## src/rtl/gapctl_pkg.sv

```systemverilog
package gapctl_pkg;
   typedef enum logic [1:0] {
      VERD_HOLD  = 2'd0,
      VERD_SLOW  = 2'd1,
      VERD_SPEED = 2'd2
   } verdict_t;
endpackage

```

## src/rtl/gapctl_window.sv

```systemverilog
module gapctl_window #(
   parameter int WIN_LOG2 = 8
) (
   input  logic                clk,
   input  logic                rst_n,
   input  logic                sent_i,
   input  logic                retx_i,
   output logic                done_o,
   output logic [WIN_LOG2:0]   retx_tot_o
);
   localparam int CW = WIN_LOG2 + 1;

   logic [WIN_LOG2-1:0] sent_cnt;
   logic [CW-1:0]       retx_cnt;
   logic                retx_hit;

   assign retx_hit   = sent_i & retx_i;
   assign done_o     = sent_i && (sent_cnt == {WIN_LOG2{1'b1}});
   assign retx_tot_o = retx_cnt + CW'(retx_hit);

   always_ff @(posedge clk) begin
      if (!rst_n) begin
         sent_cnt <= '0;
         retx_cnt <= '0;
      end else if (done_o) begin
         sent_cnt <= '0;
         retx_cnt <= '0;
      end else if (sent_i) begin
         sent_cnt <= sent_cnt + 1'b1;
         retx_cnt <= retx_cnt + CW'(retx_hit);
      end
   end


   retx_bounded_chk: assert property (@(posedge clk) disable iff (!rst_n)
      retx_cnt <= {1'b0, sent_cnt});


   idle_stable_chk: assert property (@(posedge clk) disable iff (!rst_n)
      !sent_i |=> ($stable(sent_cnt) && $stable(retx_cnt)));
endmodule

```

## src/rtl/gapctl_judge.sv

```systemverilog
module gapctl_judge
   import gapctl_pkg::*;
#(
   parameter int WIN_LOG2    = 8,
   parameter int RATIO_SHIFT = 4
) (
   input  logic [WIN_LOG2:0] retx_tot_i,
   output verdict_t          verd_o
);
   localparam int PW = WIN_LOG2 + 1 + RATIO_SHIFT;
   localparam logic [PW-1:0] WIN_SIZE = PW'(1) << WIN_LOG2;

   logic [PW-1:0] scaled;
   assign scaled = PW'(retx_tot_i) << RATIO_SHIFT;

   always_comb begin
      if (retx_tot_i == '0)
         verd_o = VERD_SPEED;
      else if (scaled > WIN_SIZE)
         verd_o = VERD_SLOW;
      else
         verd_o = VERD_HOLD;
   end
endmodule

```

## src/rtl/gapctl_stepper.sv

```systemverilog
module gapctl_stepper
   import gapctl_pkg::*;
#(
   parameter int GAP_W     = 16,
   parameter int GAP_MIN   = 4,
   parameter int GAP_MAX   = 4000,
   parameter int GAP_INIT  = 64,
   parameter int DEC_SHIFT = 3,
   parameter bit DEC_FLOOR = 1'b1
) (
   input  logic             clk,
   input  logic             rst_n,
   input  logic             step_i,
   input  verdict_t         verd_i,
   output logic [GAP_W-1:0] gap_o
);
   localparam int WW = GAP_W + 1;
   localparam logic [GAP_W-1:0] MIN_V  = GAP_MIN[GAP_W-1:0];
   localparam logic [GAP_W-1:0] MAX_V  = GAP_MAX[GAP_W-1:0];
   localparam logic [GAP_W-1:0] INIT_V = GAP_INIT[GAP_W-1:0];

   logic [WW-1:0]    grow;
   logic [GAP_W-1:0] up_val;
   logic [GAP_W-1:0] dec_step;
   logic [GAP_W-1:0] down_val;
   logic [GAP_W-1:0] gap_nxt;

   assign grow   = {gap_o, 1'b1};
   assign up_val = (grow > {1'b0, MAX_V}) ? MAX_V : grow[GAP_W-1:0];

   generate
      if (DEC_FLOOR) begin : g_floor
         logic [GAP_W-1:0] raw;
         assign raw      = gap_o >> DEC_SHIFT;
         assign dec_step = (raw == '0) ? GAP_W'(1) : raw;
      end else begin : g_plain
         assign dec_step = gap_o >> DEC_SHIFT;
      end
   endgenerate

   assign down_val = ({1'b0, gap_o} >= ({1'b0, MIN_V} + {1'b0, dec_step}))
                     ? (gap_o - dec_step) : MIN_V;

   always_comb begin
      unique case (verd_i)
         VERD_SLOW:  gap_nxt = up_val;
         VERD_SPEED: gap_nxt = down_val;
         default:    gap_nxt = gap_o;
      endcase
   end

   always_ff @(posedge clk) begin
      if (!rst_n)      gap_o <= INIT_V;
      else if (step_i) gap_o <= gap_nxt;
   end


   gap_in_range_chk: assert property (@(posedge clk) disable iff (!rst_n)
      (gap_o >= MIN_V) && (gap_o <= MAX_V));


   gap_hold_chk: assert property (@(posedge clk) disable iff (!rst_n)
      !step_i |=> $stable(gap_o));


   slow_no_shrink_chk: assert property (@(posedge clk) disable iff (!rst_n)
      (step_i && verd_i == VERD_SLOW) |=> (gap_o >= $past(gap_o)));


   speed_no_grow_chk: assert property (@(posedge clk) disable iff (!rst_n)
      (step_i && verd_i == VERD_SPEED) |=> (gap_o <= $past(gap_o)));


   hold_keeps_chk: assert property (@(posedge clk) disable iff (!rst_n)
      (step_i && verd_i == VERD_HOLD) |=> $stable(gap_o));
endmodule

```

## src/rtl/pkt_gap_governor.sv

```systemverilog
module pkt_gap_governor
   import gapctl_pkg::*;
#(
   parameter int GAP_W       = 16,
   parameter int WIN_LOG2    = 8,
   parameter int RATIO_SHIFT = 4,
   parameter int DEC_SHIFT   = 3,
   parameter bit DEC_FLOOR   = 1'b1,
   parameter int GAP_MIN     = 4,
   parameter int GAP_MAX     = 4000,
   parameter int GAP_INIT    = 64
) (
   input  logic             clk,
   input  logic             rst_n,
   input  logic             pkt_sent_i,
   input  logic             pkt_retx_i,
   output logic [GAP_W-1:0] gap_o
);
   generate
      if (WIN_LOG2 < 1 || WIN_LOG2 > 24) begin : g_bad_win
         $error("WIN_LOG2 out of range");
      end
      if (GAP_W < 2 || GAP_W > 31) begin : g_bad_w
         $error("GAP_W out of range");
      end
      if (GAP_MIN < 0 || GAP_MIN > GAP_INIT || GAP_INIT > GAP_MAX) begin : g_bad_ord
         $error("need GAP_MIN <= GAP_INIT <= GAP_MAX");
      end
      if (GAP_MAX >= (1 << GAP_W)) begin : g_bad_max
         $error("GAP_MAX does not fit GAP_W");
      end
      if (DEC_SHIFT < 1 || DEC_SHIFT >= GAP_W) begin : g_bad_dec
         $error("DEC_SHIFT out of range");
      end
   endgenerate

   logic                win_done;
   logic [WIN_LOG2:0]   retx_tot;
   verdict_t            verd;

   gapctl_window #(.WIN_LOG2(WIN_LOG2)) u_window (
      .clk        (clk),
      .rst_n      (rst_n),
      .sent_i     (pkt_sent_i),
      .retx_i     (pkt_retx_i),
      .done_o     (win_done),
      .retx_tot_o (retx_tot)
   );

   gapctl_judge #(.WIN_LOG2(WIN_LOG2), .RATIO_SHIFT(RATIO_SHIFT)) u_judge (
      .retx_tot_i (retx_tot),
      .verd_o     (verd)
   );

   gapctl_stepper #(
      .GAP_W     (GAP_W),
      .GAP_MIN   (GAP_MIN),
      .GAP_MAX   (GAP_MAX),
      .GAP_INIT  (GAP_INIT),
      .DEC_SHIFT (DEC_SHIFT),
      .DEC_FLOOR (DEC_FLOOR)
   ) u_stepper (
      .clk    (clk),
      .rst_n  (rst_n),
      .step_i (win_done),
      .verd_i (verd),
      .gap_o  (gap_o)
   );
endmodule

```

## config.mk

```make
export PLATFORM = sky130hd
export DESIGN_NAME = pkt_gap_governor
export DESIGN_NICKNAME = d
export VERILOG_FILES = /design/src/rtl/gapctl_pkg.sv /design/src/rtl/gapctl_window.sv /design/src/rtl/gapctl_judge.sv /design/src/rtl/gapctl_stepper.sv /design/src/rtl/pkt_gap_governor.sv
export SDC_FILE = /design/constraint.sdc
export NUM_CORES = 1
export LEC_CHECK = 0
export ABC_AREA = 1
export BUFFER_PORTS_ARGS = -buffer_cell sky130_fd_sc_hd__buf_2
export CORE_MARGIN = 2
export CORE_UTILIZATION = 50
export DETAILED_ROUTE_END_ITERATION = 8
export GPL_TIMING_DRIVEN = 0
export PLACE_DENSITY = 0.68
export SLEW_MARGIN = 20
export SYNTH_ARGS = -nofsm -noshare
export SYNTH_HDL_FRONTEND = slang
export SYNTH_HIERARCHICAL = 1
export SYNTH_SLANG_ARGS = --single-unit
```

## constraint.sdc

```tcl
create_clock -name clk -period 2.99 [get_ports clk]
set_input_delay 0.299 -clock clk [delete_from_list [all_inputs] [get_ports clk]]
set_output_delay 0.299 -clock clk [all_outputs]
set_load 0.005 [all_outputs]
```

==> impl_metrics.toml, run 1 <==
[cts]
root_driver = "sky130_fd_sc_hd__clkbuf_8"
ctsHoldBuffers = 0
insertion_delay_ns = 0.28
clk_transition_reported_paths_ns = 0.07
number_of_cts_inserted_buffers = 5
clkSinkCount = 33
cts_tree = "built"
cts_max_path_buffers = 2
cts-htree-levels = 2

[grt]
grt_antenna_before_repair = 0
first_global_vias = 3087
grt_usage_pct = 23.34
gr-total-overflow = 0
grt_pass1_wl_um = 13670
grt_start_max_net_pins = 12

[drt]
drc = 0
route.detailed.wl_per_inst_um = 12.92
drt_wl_total_um = 8375
drt.antenna.violating_nets = 0
drt_pre_antenna_iters = 4
routed_via_density = 5.127
dr_total_vias = 3322
detail_route.iter0.violations = 221

[sta]
worst_clock_skew_ns = 0.005688
finalSetupViolCount = 0
finalHoldViolations = 0
fmax_ghz = 0.3466
share_of_the_cycle_needed_by_the_critical_path_after_routing_pct = 96.48
post-route-min-period_ns = 2.885
worst_slew_pin_slew_ns = 0.5652
maxSlewViolCount = 0
post-route-worst-setup-slack_ns = 0.1051
max-slew-margin-rel_pct = 62.32

[power]
clock_power_share_pct = 38.6
power.density_cell_area_mw_per_mm2 = 233.3
power.internal_mw = 0.6569
vdd.ir_drop.worst_uv = 291.4
p_seq_share_pct = 51.8
p_sw_share_pct = 24.05
switching_power_summed_over_all_nets_mw = 0.2080
report.power.total_mw = 0.8649
combinationalPowerShare_pct = 9.7
power.static_leakage_nw = 1.962

[yosys]
syn_area_per_cell_um2 = 6.036
syn_inst = 535
synth.cell_area_mm2 = 0.003229
synth-seq-cells = 33
synth.distinct_cells = 33
ys.warnings.count = 6
synth_top_cell_area_share_pct = 20.46
post-synth-top-area-cell = "sky130_fd_sc_hd__dfxtp_1"
synth_nets = 571
synth-seq-area-share_pct = 20.46
netlist_top_cells_area = "sky130_fd_sc_hd__dfxtp_1 (20%), sky130_fd_sc_hd__nand2_1 (19%), sky130_fd_sc_hd__ha_1 (12%)"

[setup_path]
crit_fanout = 8
critPathArrivalTime_ns = 3.03
critPathKind = "flip-flop to flip-flop"
cp.required_ns = 3.13
startpoint_type = "flip-flop"
setup.worst_path.end_class = "flip-flop"

[placement]
gpl.final_weighted_congestion = 0.8652
place_ws_ns = -0.4337
place.detailed.hpwl_um = 6286
place.port_buffers = 19

[die]
die_y_um = 84.37
die-width_um = 84.37
design.die.area_mm2 = 0.007117
fp-row-count = 29
start_util_pct = 51.15
fp.coreArea_mm2 = 0.006314
io_pins = 20

[cells_and_area]
num-fill-cells = 605
antenna_cells_inserted = 0
finish.net_count = 607
multiInputGateArea_mm2 = 0.002226
layout.core_utilization_pct = 58.72
fraction_of_layout_instances_using_a_drive_strength_above_1_pct = 16.64
layout.area.seq_um2 = 678.2
layout-area-overhead-vs-synth_pct = 14.80

[worst_hold_path]
hp_class = "input port to flip-flop"

[job]
max-cap-violations = 0

[outcome]
run_status = "completed"
-- synthesized netlist by cell type --
| cell | number |
|---|---|
| sky130_fd_sc_hd__a21o_1 | 1 |
| sky130_fd_sc_hd__a21oi_1 | 32 |
| sky130_fd_sc_hd__a21oi_2 | 5 |
| sky130_fd_sc_hd__and2_1 | 2 |
| sky130_fd_sc_hd__buf_2 | 5 |
| sky130_fd_sc_hd__buf_6 | 3 |
| sky130_fd_sc_hd__clkbuf_1 | 4 |
| sky130_fd_sc_hd__clkinv_2 | 1 |
| sky130_fd_sc_hd__dfxtp_1 | 33 |
| sky130_fd_sc_hd__fa_1 | 1 |
| sky130_fd_sc_hd__ha_1 | 31 |
| sky130_fd_sc_hd__inv_1 | 84 |
| sky130_fd_sc_hd__inv_2 | 4 |
| sky130_fd_sc_hd__nand2_1 | 165 |
| sky130_fd_sc_hd__nand2_2 | 9 |
| sky130_fd_sc_hd__nand3_1 | 32 |
| sky130_fd_sc_hd__nand3_2 | 2 |
| sky130_fd_sc_hd__nand3b_1 | 1 |
| sky130_fd_sc_hd__nand4_1 | 14 |
| sky130_fd_sc_hd__nor2_1 | 47 |
| sky130_fd_sc_hd__nor2_2 | 6 |
| sky130_fd_sc_hd__nor3_1 | 7 |
| sky130_fd_sc_hd__nor4_1 | 2 |
| sky130_fd_sc_hd__nor4_2 | 1 |
| sky130_fd_sc_hd__o21a_1 | 2 |
| sky130_fd_sc_hd__o21ai_0 | 16 |
| sky130_fd_sc_hd__o21ai_1 | 1 |
| sky130_fd_sc_hd__o21ai_2 | 1 |
| sky130_fd_sc_hd__o21bai_1 | 1 |
| sky130_fd_sc_hd__o31ai_1 | 1 |
| sky130_fd_sc_hd__or2_2 | 2 |
| sky130_fd_sc_hd__xnor2_1 | 5 |
| sky130_fd_sc_hd__xor2_1 | 14 |
-- timing repair --
| action | in CTS | in global routing |
|---|---|---|
| setup buffers | 0 | 10 |
| endpoints found under the setup margin | 16 | 16 |
| gates cloned | 0 | 1 |
| resized for setup | 7 | 34 |
| pin swaps | 1 | 9 |
-- metrics by stage --
step	setup TNS, ns	instance area (um^2)	cells	hold slack [ns]
after floorplan	0	3229	535	0.4195
after global placement	-4.555	3421	631	0.4528
after detailed placement	-4.925	3421	631	0.4664
after CTS	0	3522	638	0.3372
after global routing	-0.3809	3707	648	0.3615
final	0	3707	648	0.3611
-- worst max-delay path, cell delays in order, from the launching register on --
cell,delay (ns)
sky130_fd_sc_hd__dfxtp_2,0.34
sky130_fd_sc_hd__clkbuf_4,0.18
sky130_fd_sc_hd__nor4_1,0.27
sky130_fd_sc_hd__nand4_1,0.23
sky130_fd_sc_hd__nand2_2,0.19
sky130_fd_sc_hd__nor2_4,0.07
sky130_fd_sc_hd__nand3_1,0.08
sky130_fd_sc_hd__nand2_1,0.06
sky130_fd_sc_hd__nand2_1,0.06
sky130_fd_sc_hd__ha_1,0.22
sky130_fd_sc_hd__nand2_1,0.12
sky130_fd_sc_hd__a21oi_1,0.08
sky130_fd_sc_hd__o21ai_0,0.17
sky130_fd_sc_hd__nand2_1,0.09
sky130_fd_sc_hd__nor2_2,0.10
sky130_fd_sc_hd__nand2_2,0.10
sky130_fd_sc_hd__clkbuf_16,0.18
sky130_fd_sc_hd__nand2_2,0.05
sky130_fd_sc_hd__nand2_1,0.05
sky130_fd_sc_hd__nand2_1,0.07
sky130_fd_sc_hd__a21oi_2,0.05
-- power groups by stage --
stage / clock network [mW] / logic (mW) / registers, mW
after floorplan: 0 / 0.0583 / 0.460
after global placement: 0 / 0.0765 / 0.461
after detailed placement: 0 / 0.0769 / 0.461
after CTS: 0.352 / 0.0775 / 0.451
after global routing: 0.373 / 0.0956 / 0.448
final: 0.334 / 0.0836 / 0.448
-- final timing paths --
path	start	end	slack [ns]	cells past startpoint
worst max-delay path	u_stepper/gap_o[7]$_SDFFE_PN0P_	u_stepper/gap_o[10]$_SDFFE_PN0P_	0.11	20
worst min-delay path	pkt_sent_i	u_window/retx_cnt[7]$_SDFFE_PP0P_	0.36	2
worst max register to register	u_stepper/gap_o[7]$_SDFFE_PN0P_	u_stepper/gap_o[10]$_SDFFE_PN0P_	0.11	20
worst min register to register	u_window/retx_cnt[0]$_SDFFE_PP0P_	u_window/retx_cnt[0]$_SDFFE_PP0P_	0.47	2
-- logic make-up after synthesis --
| group | Yosys count | share of synthesized area [%] |
|---|---|---|
| xor+xnor | 19 | 5.153 |
| buf+inv | 101 | 12.67 |
| compound gates | 60 | 10.38 |
| flops | 33 | 20.46 |
| simple gates | 290 | 38.71 |
| fa+ha+maj | 32 | 12.63 |
-- area by class of cell --
| cell class | count | share of cell area [%] |
|---|---|---|
| inverters | 89 | 9.180 |
| clock buffers | 7 | 2.329 |
| flip-flops and latches | 33 | 18.29 |
| multi-input cells | 401 | 60.04 |
| well taps | 77 | 2.599 |
| plain buffers | 11 | 2.227 |
| repair buffers | 30 | 5.332 |
-- state kept, by name (all words and copies together), names as in the netlist --
name	count
u_stepper/gap_o	16
u_window/retx_cnt	9
u_window/sent_cnt	8
-- layer usage --
layer  part of all wire, %  up-vias  wire length [um]  GRT usage (%)
li1                      -     1757                 -              -
met1                    44     1505              3687          28.08
met2                    51       52              4302          44.08
met3                   3.3        8               278          2.753
met4                   1.3        0               106          5.483
met5                     0        -                 0              0
-- cell usage in the layout (no fill, tap or decap), drive strengths merged --
cell type	synthesis	final
o21ai	18	18
or2	2	2
clkinv	1	1
nand4	14	14
buf	8	35
nand3b	1	1
nor3	7	7
xor2	14	14
clkbuf	4	13
nand3	34	34
ha	31	31
nor2	53	53
o21a	2	2
inv	88	88
a21o	1	1
fa	1	1
and2	2	2
dfxtp	33	33
nor4	3	3
nand2	174	174
a21oi	37	37
o21bai	1	1
o31ai	1	1
xnor2	5	5
Note: power is estimated with default switching activity, not from simulation.
==> run 2: changes to the inputs <==
--- a/config.mk
+++ b/config.mk
@@ -5,7 +5,6 @@
 export SDC_FILE = /design/constraint.sdc
 export NUM_CORES = 1
 export LEC_CHECK = 0
-export ABC_AREA = 1
 export BUFFER_PORTS_ARGS = -buffer_cell sky130_fd_sc_hd__buf_2
 export CORE_MARGIN = 2
 export CORE_UTILIZATION = 50
==> impl_metrics.toml, run 2 <==
[cells_and_area]
registers.top_by_ff_count = "u_stepper/gap_o"
layout.cells.most_common_list = "sky130_fd_sc_hd__nor2_1 (28), sky130_fd_sc_hd__nand2_1 (27), sky130_fd_sc_hd__a21oi_1 (26), sky130_fd_sc_hd__ha_1 (26)"
layout-area-overhead-vs-synth_pct = 24.52
mostFrequentLayoutCell = "sky130_fd_sc_hd__nor2_1"
largest_register_ffs = 16
num-fill-cells = 485
finish.net_count = 442
layoutNonFillerInstCount = 478
reg_top3 = "u_stepper/gap_o (16), u_window/retx_cnt (9), u_window/sent_cnt (8)"
fraction_of_layout_instances_using_a_drive_strength_above_1_pct = 26.85
antenna_cells_inserted = 0

[yosys]
syn_inst = 360
synth_nets = 396
synth_edf_count = 0
synthTopCellsByCount = "sky130_fd_sc_hd__dfxtp_1 (33), sky130_fd_sc_hd__ha_1 (31), sky130_fd_sc_hd__nor2_1 (30)"
synthMostInstantiatedCell = "sky130_fd_sc_hd__dfxtp_1"
post-synth-top-area-cell = "sky130_fd_sc_hd__dfxtp_1"
synth.cell_area_mm2 = 0.002838
syn_area_per_cell_um2 = 7.883
netlist_top_cells_area = "sky130_fd_sc_hd__dfxtp_1 (23%), sky130_fd_sc_hd__ha_1 (14%), sky130_fd_sc_hd__xnor2_1 (5.2%)"
ys.warnings.count = 6
synth_ff_type = "sky130_fd_sc_hd__dfxtp_1"
synth_top_cell_area_share_pct = 23.28
synth.distinct_cells = 57
synth-seq-area-share_pct = 23.28
synth-seq-cells = 33
synth_async_sr_flop_share_pct = 0

[sta]
share_of_the_cycle_needed_by_the_critical_path_after_routing_pct = 98.23
rsz0062_at_grt = "true"
post-route-worst-setup-slack_ns = 0.05291
finalHoldWorstSlack_ns = 0.3071
maxSlewViolCount = 0
post-route-min-period_ns = 2.937
worst_slew_pin_slew_ns = 0.4925
finalHoldViolations = 0
finalSetupViolCount = 0
fmax_ghz = 0.3405
worst_clock_skew_ns = 0.006490
max-slew-margin-rel_pct = 66.95

[grt]
grt_start_max_net_pins = 11
grt_pass1_wl_um = 11810
grt_antenna_before_repair = 0
gr-total-overflow = 0
grt_usage_pct = 23.54
first_global_vias = 2587

[die]
die_y_um = 79.34
io_pins = 20
fp-row-count = 27
start_util_pct = 51.53
fp.coreArea_mm2 = 0.005507
die-width_um = 79.34
design.die.area_mm2 = 0.006294

[drt]
drt.antenna.violating_nets = 0
drt_wl_total_um = 7214
route.detailed.wl_per_inst_um = 15.09
drt_pre_antenna_iters = 4
drc = 0
dr_total_vias = 2817
routed_via_density = 5.893
detail_route.iter0.violations = 143

[setup_path]
r2r_end = "u_stepper/gap_o[14]$_SDFFE_PN0P_"
critPathArrivalTime_ns = 3.11
crit_fanout = 6
crit-reg2reg-launch = "u_stepper/gap_o[13]$_SDFFE_PN0P_"
ff2ff_path_depth = 13
setup.worst_path.end_class = "flip-flop"
startpoint_type = "flip-flop"
critPathLaunch = "u_stepper/gap_o[13]$_SDFFE_PN0P_"
critical_path.endpoint = "u_stepper/gap_o[14]$_SDFFE_PN0P_"
critPathKind = "flip-flop to flip-flop"
cp.required_ns = 3.16
ff2ff_setup_slack_ns = 0.05

[cts]
root_driver = "sky130_fd_sc_hd__clkbuf_8"
insertion_delay_ns = 0.28
clk_transition_reported_paths_ns = 0.06
ctsHoldBuffers = 0
cts_max_path_buffers = 2
cts-htree-levels = 2
clkSinkCount = 33
number_of_cts_inserted_buffers = 5
cts_tree = "built"

[outcome]
run_status = "completed"

[power]
p_seq_share_pct = 51.5
p_sw_share_pct = 23.08
clock_power_share_pct = 38.4
vdd.ir_drop.worst_uv = 288.2
power.internal_mw = 0.6663
switching_power_summed_over_all_nets_mw = 0.2000
combinationalPowerShare_pct = 10.2
power.static_leakage_nw = 1.510
power.density_cell_area_mw_per_mm2 = 245.2

[placement]
place.port_buffers = 19
place.detailed.hpwl_um = 5164
place_ws_ns = -0.4713
gpl.final_weighted_congestion = 0.8821
place_inst = 451

[worst_hold_path]
hp_class = "input port to flip-flop"

[job]
max-cap-violations = 0
## run 2: kinds of logic after synthesis
kind of cell,count (synthesis),share of synthesized area [%]
adder cells (fa/ha/maj),32,14.37
buffers and inverters,44,6.437
AO/OA/AOI/OAI,98,24.21
multiplexers,4,1.411
AND/OR/NAND/NOR,118,20.72
XOR/XNOR,31,9.568
flip-flops,33,23.28
## run 2: final cells by class
class	instances	area, um^2	area share, %
tap	72	90.09	2.550
sequential	33	679.4	19.23
timing repair buffer	41	262.8	7.436
multi-input combinational	283	2202	62.32
clock buffer	7	86.33	2.443
inverter	28	105.1	2.975
buffer	14	107.6	3.045
## run 2: stage by stage
| stage | area [um^2] | power, mW | setup TNS [ns] | util (%) |
|---|---|---|---|---|
| floorplan | 2917 | 0.5093 | 0 | - |
| global placement | 3102 | 0.5257 | -6.110 | 56.33 |
| detailed placement | 3102 | 0.5269 | -6.565 | 56.33 |
| CTS | 3349 | 0.8635 | -0.1246 | 60.83 |
| global route | 3533 | 0.9055 | -0.1313 | 64.17 |
| finish | 3533 | 0.8663 | 0 | 64.17 |
## run 2: worst min path at each step
stage / start / to / cells after the start
after global routing: rst_n / u_window/sent_cnt[5]$_SDFFE_PP0P_ / 2
after detailed placement: u_window/sent_cnt[6]$_SDFFE_PP0P_ / u_window/sent_cnt[6]$_SDFFE_PP0P_ / 2
after CTS: rst_n / u_window/sent_cnt[5]$_SDFFE_PP0P_ / 2
after floorplan: rst_n / u_window/sent_cnt[7]$_SDFFE_PP0P_ / 1
final: rst_n / u_window/sent_cnt[5]$_SDFFE_PP0P_ / 2
after global placement: u_window/retx_cnt[8]$_SDFFE_PP0P_ / u_window/retx_cnt[8]$_SDFFE_PP0P_ / 2
## run 2: repair_timing
| action | in CTS | in global routing |
|---|---|---|
| endpoints found under the setup margin | 16 | 16 |
| buffers inserted | 11 | 11 |
| resized for setup | 27 | 26 |
| pin swaps | 19 | 16 |
## run 2: layer usage
metal | vias up | GRT usage, % | wire length [um]
met2 | 74 | 41.02 | 3620
met4 | 0 | 8.448 | 142
met1 | 1330 | 29.33 | 3126
met3 | 16 | 3.636 | 324
met5 | - | 0 | 0
li1 | 1397 | - | -
## run 2: power groups by stage
stage	clock [mW]	combinational, mW	sequential, mW
global placement	0	0.0691	0.457
floorplan	0	0.0530	0.456
detailed placement	0	0.0702	0.457
global route	0.363	0.0966	0.446
CTS	0.346	0.0724	0.445
finish	0.333	0.0880	0.446
## run 2: critical path, cell delays in order (launching register included)
cell and delay [ns]:
sky130_fd_sc_hd__dfxtp_2 0.34, sky130_fd_sc_hd__nor3_4 0.18, sky130_fd_sc_hd__nand3_2 0.14, sky130_fd_sc_hd__nor2_4 0.12, sky130_fd_sc_hd__nand4_1 0.15, sky130_fd_sc_hd__nand2_1 0.14, sky130_fd_sc_hd__ha_2 0.32, sky130_fd_sc_hd__nor2b_1 0.15
sky130_fd_sc_hd__o31a_1 0.30, sky130_fd_sc_hd__o311ai_4 0.31, sky130_fd_sc_hd__o21ai_2 0.12, sky130_fd_sc_hd__a2111oi_4 0.32, sky130_fd_sc_hd__xnor2_1 0.16, sky130_fd_sc_hd__nor2_1 0.06
==> run 3: changes to the inputs <==
--- a/config.mk
+++ b/config.mk
@@ -5,12 +5,13 @@
 export SDC_FILE = /design/constraint.sdc
 export NUM_CORES = 1
 export LEC_CHECK = 0
+export ABC_AREA = 1
 export BUFFER_PORTS_ARGS = -buffer_cell sky130_fd_sc_hd__buf_2
 export CORE_MARGIN = 2
 export CORE_UTILIZATION = 50
 export DETAILED_ROUTE_END_ITERATION = 8
 export GPL_TIMING_DRIVEN = 0
-export PLACE_DENSITY = 0.68
+export PLACE_DENSITY = 0.76
 export SLEW_MARGIN = 20
 export SYNTH_ARGS = -nofsm -noshare
 export SYNTH_HDL_FRONTEND = slang
==> impl_metrics.toml, run 3 (same netlist as run 1, synthesis figures left out) <==
[power]
p_sw_share_pct = 24.07
vdd.ir_drop.worst_uv = 389.3
clock_power_share_pct = 40.8
p_seq_share_pct = 49.9
power.static_leakage_nw = 1.966
power.internal_mw = 0.6807
combinationalPowerShare_pct = 9.2
switching_power_summed_over_all_nets_mw = 0.2158
power.density_cell_area_mw_per_mm2 = 241.0

[outcome]
run_status = "completed"

[cells_and_area]
layout.cells.most_common_list = "sky130_fd_sc_hd__nand2_1 (162), sky130_fd_sc_hd__inv_1 (82), sky130_fd_sc_hd__nor2_1 (44)"
mostFrequentLayoutCell = "sky130_fd_sc_hd__nand2_1"
fraction_of_layout_instances_using_a_drive_strength_above_1_pct = 16.84
antenna_cells_inserted = 0
layout-area-overhead-vs-synth_pct = 15.19
finish.net_count = 605
registers.top_by_ff_count = "u_stepper/gap_o"
layout.core_utilization_pct = 58.92
reg_top3 = "u_stepper/gap_o (16), u_window/retx_cnt (9), u_window/sent_cnt (8)"
num-fill-cells = 607
largest_register_ffs = 16
layoutNonFillerInstCount = 647

[grt]
grt_start_max_net_pins = 12
grt_antenna_before_repair = 0
gr-total-overflow = 0
grt_pass1_wl_um = 13200
grt_usage_pct = 22.49
first_global_vias = 2985

[sta]
max-slew-margin-rel_pct = 61.01
finalHoldWorstSlack_ns = 0.3357
finalHoldViolations = 0
maxSlewViolCount = 0
fmax_ghz = 0.3411
post-route-min-period_ns = 2.932
worst_slew_pin_slew_ns = 0.5848
worst_clock_skew_ns = 0.008905
finalSetupViolCount = 0
share_of_the_cycle_needed_by_the_critical_path_after_routing_pct = 98.06
post-route-worst-setup-slack_ns = 0.05807

[cts]
root_driver = "sky130_fd_sc_hd__clkbuf_8"
clkSinkCount = 33
insertion_delay_ns = 0.28
cts-htree-levels = 2
clk_transition_reported_paths_ns = 0.07
cts_max_path_buffers = 2
number_of_cts_inserted_buffers = 5
ctsHoldBuffers = 0
cts_tree = "built"

[drt]
routed_via_density = 5.317
drt_wl_total_um = 8315
drt.antenna.violating_nets = 0
route.detailed.wl_per_inst_um = 12.85
detail_route.iter0.violations = 231
dr_total_vias = 3440
drt_pre_antenna_iters = 5
drc = 0

[worst_hold_path]
timing.hold.worst.start = "pkt_sent_i"
hp_class = "input port to flip-flop"

[job]
max-cap-violations = 0

[setup_path]
timing.critical_path.mode_cell = "sky130_fd_sc_hd__nand2_1"
setup.worst_path.end_class = "flip-flop"
worstPathCellList = "inv_4 -> nand2_4 -> nor4_4 -> nand4_1 -> nand2_2 -> nor2_4 -> nand2_1 -> xor2_1 -> ha_1 -> nand2_1 -> nor3_1 -> nand3_1 -> nand2_1 -> nor2_1 -> nand2_2 -> clkbuf_16 -> o21ai_2 -> a21oi_1 -> nor2_1"
crit_fanout = 5
crit-reg2reg-launch = "u_stepper/gap_o[11]$_SDFFE_PN0P_"
startpoint_type = "flip-flop"
worst-path-buf-inv = 2
cpLargestDelayFamily = "simple AND/OR/NAND/NOR gates"
cpPeakStageDelay_ns = 0.37
crit_slowest_cell = "sky130_fd_sc_hd__dfxtp_4"
critPathKind = "flip-flop to flip-flop"
critPathArrivalTime_ns = 3.11
cp.required_ns = 3.17
critPathLaunch = "u_stepper/gap_o[11]$_SDFFE_PN0P_"

[die]
design.die.area_mm2 = 0.007117
die-width_um = 84.37
die_y_um = 84.37
fp.coreArea_mm2 = 0.006314
fp-row-count = 29
io_pins = 20
start_util_pct = 51.15

[placement]
place.detailed.hpwl_um = 6243
gpl.final_weighted_congestion = 0.8764
place.port_buffers = 19
place_inst = 631
place_ws_ns = -0.4056
-- run 3: cell types whose count changed in the layout (fill, tap and decap cells not counted), moves of 9 or more --
cell	change
sky130_fd_sc_hd__inv_1	+57
sky130_fd_sc_hd__buf_4	-17
sky130_fd_sc_hd__nor2_1	+16
sky130_fd_sc_hd__nand3_1	+20
sky130_fd_sc_hd__xnor2_1	-12
sky130_fd_sc_hd__nand2_2	+9
sky130_fd_sc_hd__nand2_1	+135
-- run 3: final timing paths --
path,end,slack (ns),cells after the start
max,u_stepper/gap_o[2]$_SDFFE_PN0P_,0.06,19
min,u_window/retx_cnt[7]$_SDFFE_PP0P_,0.34,2
max reg2reg,u_stepper/gap_o[2]$_SDFFE_PN0P_,0.06,19
min reg2reg,u_window/retx_cnt[0]$_SDFFE_PP0P_,0.48,2
-- run 3: timing repair --
action	4_1_cts	5_1_grt
buffers inserted	0	8
gates cloned	0	1
hold endpoints to repair	0	0
setup endpoints to repair	16	16
gates resized for setup	5	37
pin swaps	0	8
-- run 3: layer usage --
layer	global-route usage (%)	vias up	routed length, um
li1	-	1755	-
met1	27.97	1573	3574
met2	40.40	98	4198
met3	2.360	14	368
met4	7.648	0	174
met5	0	-	0
-- run 3: final cells by class --
class                           instances  area, um^2  area share, %
Tap cell                               77       96.34          2.590
Timing Repair Buffer                   28       182.7          4.911
Inverter                               89       340.3          9.149
Sequential cell                        33       680.7          18.30
Buffer                                 11       82.58          2.220
Clock inverter                          1       5.005         0.1345
Clock buffer                            7       96.34          2.590
Multi-Input combinational cell        401        2236          60.11
-- run 3: worst register-to-register path: stages (launching register included) --
cell                        delay [ns]
sky130_fd_sc_hd__dfxtp_4          0.37
sky130_fd_sc_hd__inv_4            0.08
sky130_fd_sc_hd__nand2_4          0.07
sky130_fd_sc_hd__nor4_4           0.32
sky130_fd_sc_hd__nand4_1          0.23
sky130_fd_sc_hd__nand2_2          0.20
sky130_fd_sc_hd__nor2_4           0.07
sky130_fd_sc_hd__nand2_1          0.07
sky130_fd_sc_hd__xor2_1           0.07
sky130_fd_sc_hd__ha_1             0.27
sky130_fd_sc_hd__nand2_1          0.07
sky130_fd_sc_hd__nor3_1           0.22
sky130_fd_sc_hd__nand3_1          0.13
sky130_fd_sc_hd__nand2_1          0.10
sky130_fd_sc_hd__nor2_1           0.05
sky130_fd_sc_hd__nand2_2          0.12
sky130_fd_sc_hd__clkbuf_16        0.17
sky130_fd_sc_hd__o21ai_2          0.05
sky130_fd_sc_hd__a21oi_1          0.13
sky130_fd_sc_hd__nor2_1           0.05
-- run 3: metrics by stage --
step,power [mW],instance area (um^2),setup TNS [ns]
global route,0.9479,3720,-0.9735
detailed placement,0.5394,3421,-4.772
global placement,0.5368,3421,-3.914
finish,0.8965,3720,0
floorplan,0.5182,3229,0
CTS,0.9133,3535,0
-- run 3: power groups by stage --
stage,Clock (mW),Combinational (mW),Sequential (mW)
2_1_floorplan,0,0.0583,0.460
3_3_place_gp,0,0.0760,0.461
3_5_place_dp,0,0.0786,0.461
4_1_cts,0.383,0.0793,0.451
5_1_grt,0.405,0.0944,0.448
6_report,0.366,0.0828,0.448
